[src/rtl/agu_pkg.sv]
package agu_pkg;

   typedef enum logic [1:0] {
      UPD_LINEAR = 2'd0,
      UPD_CIRC   = 2'd1,
      UPD_BREV   = 2'd2
   } upd_kind_e;

   // reverse-carry has priority; an empty window falls back to linear
   function automatic upd_kind_e pick_kind(input logic circ, input logic brev,
                                           input logic len_zero, input logic brev_ok);
      if (brev && brev_ok)
         return UPD_BREV;
      else if (circ && !len_zero)
         return UPD_CIRC;
      else
         return UPD_LINEAR;
   endfunction

endpackage

[src/rtl/agu_brev_add.sv]
module agu_brev_add #(
   parameter int AW = 32
) (
   input  logic [AW-1:0] a_in,
   input  logic [AW-1:0] b_in,
   output logic [AW-1:0] sum_out
);
   logic [AW-1:0] ra, rb, rs;

   // mirror operands, add normally, mirror back: carries run MSB -> LSB
   for (genvar i = 0; i < AW; i++) begin : g_mirror
      assign ra[i]      = a_in[AW-1-i];
      assign rb[i]      = b_in[AW-1-i];
      assign sum_out[i] = rs[AW-1-i];
   end

   assign rs = ra + rb;

endmodule

[src/rtl/agu_circ_upd.sv]
module agu_circ_upd #(
   parameter int AW = 32
) (
   input  logic [AW-1:0] index_in,
   input  logic [AW-1:0] mod_in,
   input  logic [AW-1:0] base_in,
   input  logic [AW-1:0] len_in,
   output logic [AW-1:0] wrap_out
);
   localparam int EW = AW + 2;

   logic signed [EW-1:0] sum_w, base_w, len_w, lim_w, res_w;

   always_comb begin
      sum_w  = $signed({2'b00, index_in}) + $signed({{2{mod_in[AW-1]}}, mod_in});
      base_w = $signed({2'b00, base_in});
      len_w  = $signed({2'b00, len_in});
      lim_w  = base_w + len_w;
      if (sum_w >= lim_w)
         res_w = sum_w - len_w;
      else if (sum_w < base_w)
         res_w = sum_w + len_w;
      else
         res_w = sum_w;
      wrap_out = res_w[AW-1:0];
   end

endmodule

[src/rtl/agu_core.sv]
module agu_core #(
   parameter int AW           = 32,
   parameter bit BREV_SUPPORT = 1'b1
) (
   input  logic          clk,
   input  logic          rst_n,
   input  logic          req_valid,
   input  logic          req_pre,
   input  logic          req_circ,
   input  logic          req_brev,
   input  logic [AW-1:0] cur_index,
   input  logic [AW-1:0] cur_modifier,
   input  logic [AW-1:0] cur_base,
   input  logic [AW-1:0] cur_length,
   output logic [AW-1:0] acc_addr,
   output logic [AW-1:0] ptr_upd,
   output logic          ptr_we
);
   import agu_pkg::*;

   if (AW < 8) begin : g_bad_width
      $error("agu_core: AW must be at least 8");
   end

   logic [AW-1:0] lin_sum, circ_sum, brev_sum, next_ptr, next_addr;
   upd_kind_e     kind;

   assign lin_sum = cur_index + cur_modifier;

   agu_circ_upd #(.AW(AW)) u_circ (
      .index_in (cur_index),
      .mod_in   (cur_modifier),
      .base_in  (cur_base),
      .len_in   (cur_length),
      .wrap_out (circ_sum)
   );

   if (BREV_SUPPORT) begin : g_brev
      agu_brev_add #(.AW(AW)) u_brev (
         .a_in    (cur_index),
         .b_in    (cur_modifier),
         .sum_out (brev_sum)
      );
   end else begin : g_no_brev
      assign brev_sum = lin_sum;
   end

   always_comb begin
      kind = pick_kind(req_circ, req_brev, (cur_length == '0), BREV_SUPPORT);
      unique case (kind)
         UPD_BREV: next_ptr = brev_sum;
         UPD_CIRC: next_ptr = circ_sum;
         default:  next_ptr = lin_sum;
      endcase
      next_addr = req_pre ? next_ptr : cur_index;
   end

   always_ff @(posedge clk) begin
      if (!rst_n) begin
         ptr_we   <= 1'b0;
         acc_addr <= '0;
         ptr_upd  <= '0;
      end else begin
         ptr_we <= req_valid;
         if (req_valid) begin
            acc_addr <= next_addr;
            ptr_upd  <= next_ptr;
         end
      end
   end

endmodule

[config.mk]
export PLATFORM = sky130hd
export DESIGN_NAME = agu_core
export DESIGN_NICKNAME = d
export VERILOG_FILES = /design/src/rtl/agu_pkg.sv /design/src/rtl/agu_brev_add.sv /design/src/rtl/agu_circ_upd.sv /design/src/rtl/agu_core.sv
export SDC_FILE = /design/constraint.sdc
export NUM_CORES = 1
export LEC_CHECK = 0
export ABC_AREA = 1
export BUFFER_PORTS_ARGS = -buffer_cell sky130_fd_sc_hd__buf_2
export CORE_UTILIZATION = 65
export CTS_BUF_LIST = sky130_fd_sc_hd__clkbuf_4
export DETAILED_ROUTE_END_ITERATION = 10
export GPL_TIMING_DRIVEN = 0
export PLACE_DENSITY = 0.87
export SYNTH_ARGS = -nofsm -noshare
export SYNTH_HDL_FRONTEND = slang
export SYNTH_HIERARCHICAL = 1
export SYNTH_SLANG_ARGS = --single-unit
[constraint.sdc]
create_clock -name clk -period 11.7 [get_ports clk]
set_input_delay 0 -clock clk [delete_from_list [all_inputs] [get_ports clk]]
set_output_delay 0 -clock clk [all_outputs]
set_load 0.01 [all_outputs]
==> results_dict.tcl, run 1 <==
set metrics [dict create \
    clkPwrFrac_pct 5.7 \
    final_nets 3927 \
    netSwitchingFraction_pct 58.3 \
    cts_htree_levels 3 \
    clk-insertion-delay-late_ns 0.41 \
    finalMaxSlewViolations 0 \
    synth_fp_nets 3719 \
    hold_viol 0 \
    dpl.hpwl_um 55300 \
    gp_congestion 1.17 \
    fmaxAchievable_mhz 167 \
    p_leak_nw 12.0 \
    p_sw_mw 1.17 \
    grt_pass1_vias 20600 \
    synth_cell_types 54 \
    min_path_type "in -> reg" \
    crit_arrival_ns 6.28 \
    r2r_cells 4 \
    clk_pin_slew_ns 0.10 \
    coreArea_mm2 0.0277 \
    drc 0 \
    fin_crit_sh_pct 51.3 \
    crit_type "in -> reg" \
    pin_count 199 \
    rsz0062_at_grt "false" \
    synth_edf_count 0 \
    multi_input_area_mm2 0.0144 \
    finalNonFillerCells 3924 \
    drive_gt1_share_pct 10.1 \
    grt_max_degree 11 \
    ant_nets 0 \
    first_pass_iters 8 \
    placed_cells 3908 \
    finClkSkew_ns 0 \
    syn_inst 3334 \
    port_buffers 196 \
    start_util_pct 66.0 \
    p_per_area_mw_per_mm2 101 \
    routed_via_density 5.66 \
    grt_pass1_wl_um 98800 \
    async_flop_share_pct 0 \
    postLayoutCellArea_mm2 0.0198 \
    place_area_mm2 0.0197 \
    power.share.sequential_pct 12.7 \
    cp-start-kind "primary input" \
    yosysWarnings 6 \
    fin_tns_setup_ns 0 \
    vias 22200 \
    worst_slew_pin_slew_ns 0.962 \
    grt.overflow.total 0 \
    outcome "complete, no violations" \
    syn_to_final_growth_pct 8.53 \
    pwr-share-comb_pct 81.6 \
    synth.avg_cell_area_um2 5.48 \
    cts_tree "yes" \
    cts_buffers 9 \
    yosysSeqAreaShare_pct 7.12 \
    die_y_um 170 \
    internal_power_mw 0.834 \
    cp_max_fo 8 \
    wl_um 64600 \
    clk_path_buf_depth 2 \
    synth_seq_cells 65 \
    crit_path_max_incr_delay_ns 0.55 \
    die_area_mm2 0.0288 \
    ff_latch_area_mm2 0.00130 \
    fin_crit_ns 6.00 \
    grt_antenna_before_repair 1 \
    min_path_cells 5 \
    synth_ff_type "dfxtp_1" \
    syn_area_mm2 0.0183 \
    numClockSinks 65 \
    die_w_um 170 \
    cts_setup_buffers 0 \
    worst_ir_drop_vdd_uv 54.8 \
    slew_headroom_pct 35.2 \
    required_ns 11.97 \
    routedWlPerCell_um 16.5 \
    crit_slowest_cell "a21boi_0" \
    maxCapViolCount 0 \
    finalPower_mw 2.00 \
    setup_viol 0 \
    final.fill_count 2627 \
    num_rows 61 \
    end_kind "register" \
    crit_top_cell "nand2_1" \
    cts_root_buf "clkbuf_4" \
    drtIter0Drc 2267 \
    gr-usage-all-layers_pct 43.5 \
]
==> worst paths after layout <==
path,start,end,slack (ns)
setup / recovery,cur_index[0],acc_addr[31],5.70
hold / removal,cur_index[13],acc_addr[13],0.02
setup reg to reg,ptr_upd[1],ptr_upd[1],10.99
hold reg to reg,acc_addr[31],acc_addr[31],0.47
==> power by group through the flow <==
stage	registers [mW]	clock network, mW	logic, mW
final	0.255	0.113	1.63
after floorplan	0.270	0	1.13
after CTS	0.255	0.112	1.58
after detailed placement	0.259	0	1.57
after global placement	0.258	0	1.52
after global routing	0.257	0.119	1.80
==> worst max-delay path: cells and delay by family <==
kind	cells	cell delay, ns
AO/OA/AOI/OAI	9	2.32
AND/OR/NAND/NOR	18	1.62
adder cells (fa/ha/maj)	3	1.05
buffers and inverters	7	0.96
XOR/XNOR	1	0.31
==> cell families after synthesis <==
| group | Yosys count | synth area share [%] |
|---|---|---|
| buffers and inverters | 664 | 14.1 |
| XOR/XNOR | 139 | 6.70 |
| AO/OA/AOI/OAI | 396 | 12.3 |
| adder cells (fa/ha/maj) | 251 | 17.4 |
| AND/OR/NAND/NOR | 1819 | 42.3 |
| flip-flops | 65 | 7.12 |
==> routing by layer <==
metal / vias to the layer above / part of all wire (%) / GRT usage, %
li1: 10900 / - / -
met1: 9882 / 39 / 49.0
met2: 1090 / 46 / 75.4
met3: 300 / 6.4 / 3.45
met4: 0 / 8.4 / 35.6
met5: - / 0 / 0
==> synthesized netlist by cell type (3+ instances only) <==
master       n  area share (%)
clkbuf_1    53             1.1
inv_2       21            0.43
xor2_1     104             5.0
a21boi_0    10            0.41
ha_1       245              17
o21a_1       4            0.16
o211ai_1    28             1.2
fa_1         6            0.66
nand2_1   1152              24
a21o_1      10            0.41
o21bai_1    18            0.74
a211oi_1     6            0.25
nor3_1      23            0.63
buf_6        5            0.31
nor4_1       4            0.14
nand3_1    203             5.6
nor3_2       5            0.27
buf_4        4            0.16
nand4_1     31             1.1
o21ai_1      3           0.082
xnor2_1     34             1.6
buf_2       11            0.30
nor2_1     282             5.8
inv_1      560              12
nand3_2     32             1.8
o21ai_0     64             1.8
dfxtp_1     65             7.1
a31oi_1     20            0.68
nand3b_1    17            0.70
nor2_4       5            0.31
a221oi_1     3            0.14
and3_1       3            0.10
nand2_4      3            0.18
nor2_2      15            0.51
buf_1        4           0.082
nand2_2     36             1.2
a21oi_1    221             6.1
==> per-stage QoR <==
stage | hold WS [ns] | worst slack (ns) | util, %
4_1_cts | 0.000291 | 6.05 | 71.6
6_report | 0.0161 | 5.70 | 71.6
3_3_place_gp | 0.335 | 5.75 | 71.2
5_1_grt | 0.0311 | 5.20 | 71.6
3_5_place_dp | 0.350 | 5.63 | 71.2
2_1_floorplan | 0.138 | 7.41 | -
==> layout by cell type (no fill, tap or decap), types with 23 or more instances in the layout <==
master	n
nand3_1	203
nand4_1	31
nand2_1	1152
xnor2_1	34
buf_2	207
nor3_1	23
o21ai_0	64
dfxtp_1	65
o211ai_1	28
a21oi_1	221
ha_1	245
nand2_2	36
xor2_1	104
nor2_1	282
clkbuf_1	53
inv_1	560
nand3_2	32
==> cell type report <==
| cell class | instances | share of cell area, % |
|---|---|---|
| repair buffers | 197 | 5.00 |
| diodes | 1 | 0.0126 |
| well taps | 378 | 2.38 |
| clock buffers | 9 | 0.341 |
| multi-input cells | 2605 | 72.5 |
| inverters | 585 | 11.1 |
| plain buffers | 79 | 1.94 |
| clock inverters | 5 | 0.126 |
| flip-flops and latches | 65 | 6.56 |
==> flip-flops by register name, indices dropped and copies added, names as in the netlist <==
register,cells
acc_addr,32
ptr_we,1
ptr_upd,32
==> repair_timing <==
action	4_1_cts	5_1_grt
endpoints found under the hold margin	1	0
hold buffers	1	0
resized for setup	0	0
(Power assumes the default switching activity.)
==> inputs of run 2 (changes only) <==
--- a/config.mk
+++ b/config.mk
@@ -7,11 +7,11 @@
 export LEC_CHECK = 0
 export ABC_AREA = 1
 export BUFFER_PORTS_ARGS = -buffer_cell sky130_fd_sc_hd__buf_2
-export CORE_UTILIZATION = 65
+export CORE_UTILIZATION = 57
 export CTS_BUF_LIST = sky130_fd_sc_hd__clkbuf_4
 export DETAILED_ROUTE_END_ITERATION = 10
 export GPL_TIMING_DRIVEN = 0
-export PLACE_DENSITY = 0.87
+export PLACE_DENSITY = 0.81
 export SYNTH_ARGS = -nofsm -noshare
 export SYNTH_HDL_FRONTEND = slang
 export SYNTH_HIERARCHICAL = 1
==> constraint.sdc (replaced) <==
create_clock -name clk -period 5.5 [get_ports clk]
set_input_delay 0 -clock clk [delete_from_list [all_inputs] [get_ports clk]]
set_output_delay 0 -clock clk [all_outputs]
set_load 0.01 [all_outputs]
==> results_dict.tcl, run 2 (synthesis results as in run 1) <==
set metrics [dict create \
    finalNonFillerCells 3955 \
    p_sw_mw 2.57 \
    final_cell_mix "nand2_1, inv_1, nor2_1" \
    vias 22300 \
    min_path_type "in -> reg" \
    cts_buffers 9 \
    coreArea_mm2 0.0316 \
    drtIter0Drc 1781 \
    pin_count 199 \
    crit_top_cell "nand2_1" \
    num_rows 65 \
    power.share.sequential_pct 12.4 \
    cp_max_fo 10 \
    fin_ws_ns 0.239 \
    grt_pass1_wl_um 106000 \
    internal_power_mw 1.80 \
    clk_pin_slew_ns 0.12 \
    gr-usage-all-layers_pct 41.1 \
    gp_congestion 1.05 \
    die_area_mm2 0.0328 \
    port_buffers 196 \
    pwr-share-comb_pct 81.1 \
    fmaxAchievable_mhz 190 \
    final_common_cell "nand2_1" \
    finClkSkew_ns 0 \
    drive_gt1_share_pct 10.6 \
    final_nets 3932 \
    cts_setup_buffers 0 \
    finalPower_mw 4.37 \
    syn_to_final_growth_pct 9.61 \
    hold_viol 0 \
    netSwitchingFraction_pct 58.8 \
    cts_tree "yes" \
    final.fill_count 3091 \
    finalMaxSlewViolations 0 \
    p_per_area_mw_per_mm2 218 \
    crit_path_max_incr_delay_ns 0.53 \
    top_regs "acc_addr: 32 flops, ptr_upd: 32 flops, ptr_we: 1 flops" \
    cp-start-kind "primary input" \
    outcome "complete, no violations" \
    worst_slew_pin_slew_ns 0.867 \
    crit_arrival_ns 5.55 \
    p_leak_nw 12.1 \
    numClockSinks 65 \
    die_y_um 181 \
    routed_via_density 5.63 \
    required_ns 5.79 \
    fin_crit_sh_pct 95.7 \
    slew_headroom_pct 42.2 \
    grt_antenna_before_repair 1 \
    grt_max_degree 14 \
    grt.overflow.total 0 \
    dpl.hpwl_um 59600 \
    cts_root_buf "clkbuf_4" \
    start_util_pct 57.9 \
    first_pass_iters 9 \
    grt_pass1_vias 21200 \
    crit_slowest_cell "dlygate4sd3_1" \
    routedWlPerCell_um 17.5 \
    fin_crit_ns 5.26 \
    place_ws_ns -0.891 \
    maxCapViolCount 0 \
    wl_um 69300 \
    die_w_um 181 \
    clk_path_buf_depth 2 \
    end_kind "register" \
    cts_htree_levels 3 \
    clkPwrFrac_pct 6.5 \
    clk-insertion-delay-late_ns 0.43 \
    crit_type "in -> reg" \
    worst_ir_drop_vdd_uv 124 \
    rsz0062_at_grt "false" \
    drc 0 \
    placed_cells 3932 \
    ant_nets 0 \
    setup_viol 0 \
]
-- run 2: changes by cell type in the layout (fill, tap and decap cells not counted), sizes merged --
cell,before,now
clkbuf,62,60
clkinv,7,5
dlygate4sd3,1,8
clkinvlp,1,3
inv,582,584
-- run 2: layout make-up --
class	count	area, um2	area share (%)
antenna	1	2.50	0.0125
buffer	77	378	1.89
clock buffer	9	67.6	0.337
clock inverter	7	53.8	0.269
inverter	585	2200	11.0
multi-input combinational	2605	14500	72.2
sequential	65	1300	6.50
tap	402	503	2.51
timing repair buffer	204	1060	5.30
-- run 2: routing by layer --
layer  track usage, %  wire length, um
met5                0                0
met2             73.6            32600
met1             45.4            26100
met4             31.3             5730
met3             2.80             4850
-- run 2: critical path, delay by kind of cell --
family          cells  cell delay, ns
simple gates       19            2.24
buf+inv             6            1.32
compound gates      5            0.97
fa+ha+maj           2            0.73
xor+xnor            1            0.26
-- run 2: what timing repair did --
action | CTS | global route
setup endpoints to repair | 4 | 24
resized for setup | 4 | 16
endpoints found under the hold margin | 8 | 0
pin swaps | 0 | 2
hold buffers | 8 | 0
-- run 2: worst paths after layout --
| path | startpoint | endpoint | slack [ns] | depth (start not counted) |
|---|---|---|---|---|
| setup / recovery | cur_index[4] | acc_addr[2] | 0.24 | 33 |
| hold / removal | cur_index[3] | acc_addr[3] | 0.004 | 5 |
| setup reg to reg | ptr_upd[9] | ptr_upd[9] | 4.75 | 2 |
| hold reg to reg | acc_addr[27] | acc_addr[27] | 0.47 | 2 |
-- run 2: power by group through the flow --
| stage | sequential, mW | clock (mW) | combinational, mW |
|---|---|---|---|
| 6_report | 0.543 | 0.282 | 3.55 |
| 4_1_cts | 0.541 | 0.278 | 3.43 |
| 3_3_place_gp | 0.549 | 0 | 3.30 |
| 5_1_grt | 0.547 | 0.300 | 3.91 |
| 3_5_place_dp | 0.551 | 0 | 3.40 |
| 2_1_floorplan | 0.574 | 0 | 2.41 |
-- run 2: through the flow --
step | util, % | hold slack (ns) | area, um2 | TNS [ns]
finish | 63.5 | 0.00360 | 20000 | 0
global route | 63.5 | 0.0261 | 20000 | 0
CTS | 63.3 | 0.000486 | 20000 | 0
detailed placement | 62.6 | 0.332 | 19800 | -15.29
global placement | 62.6 | 0.332 | 19800 | -6.90
floorplan | - | 0.138 | 18300 | 0
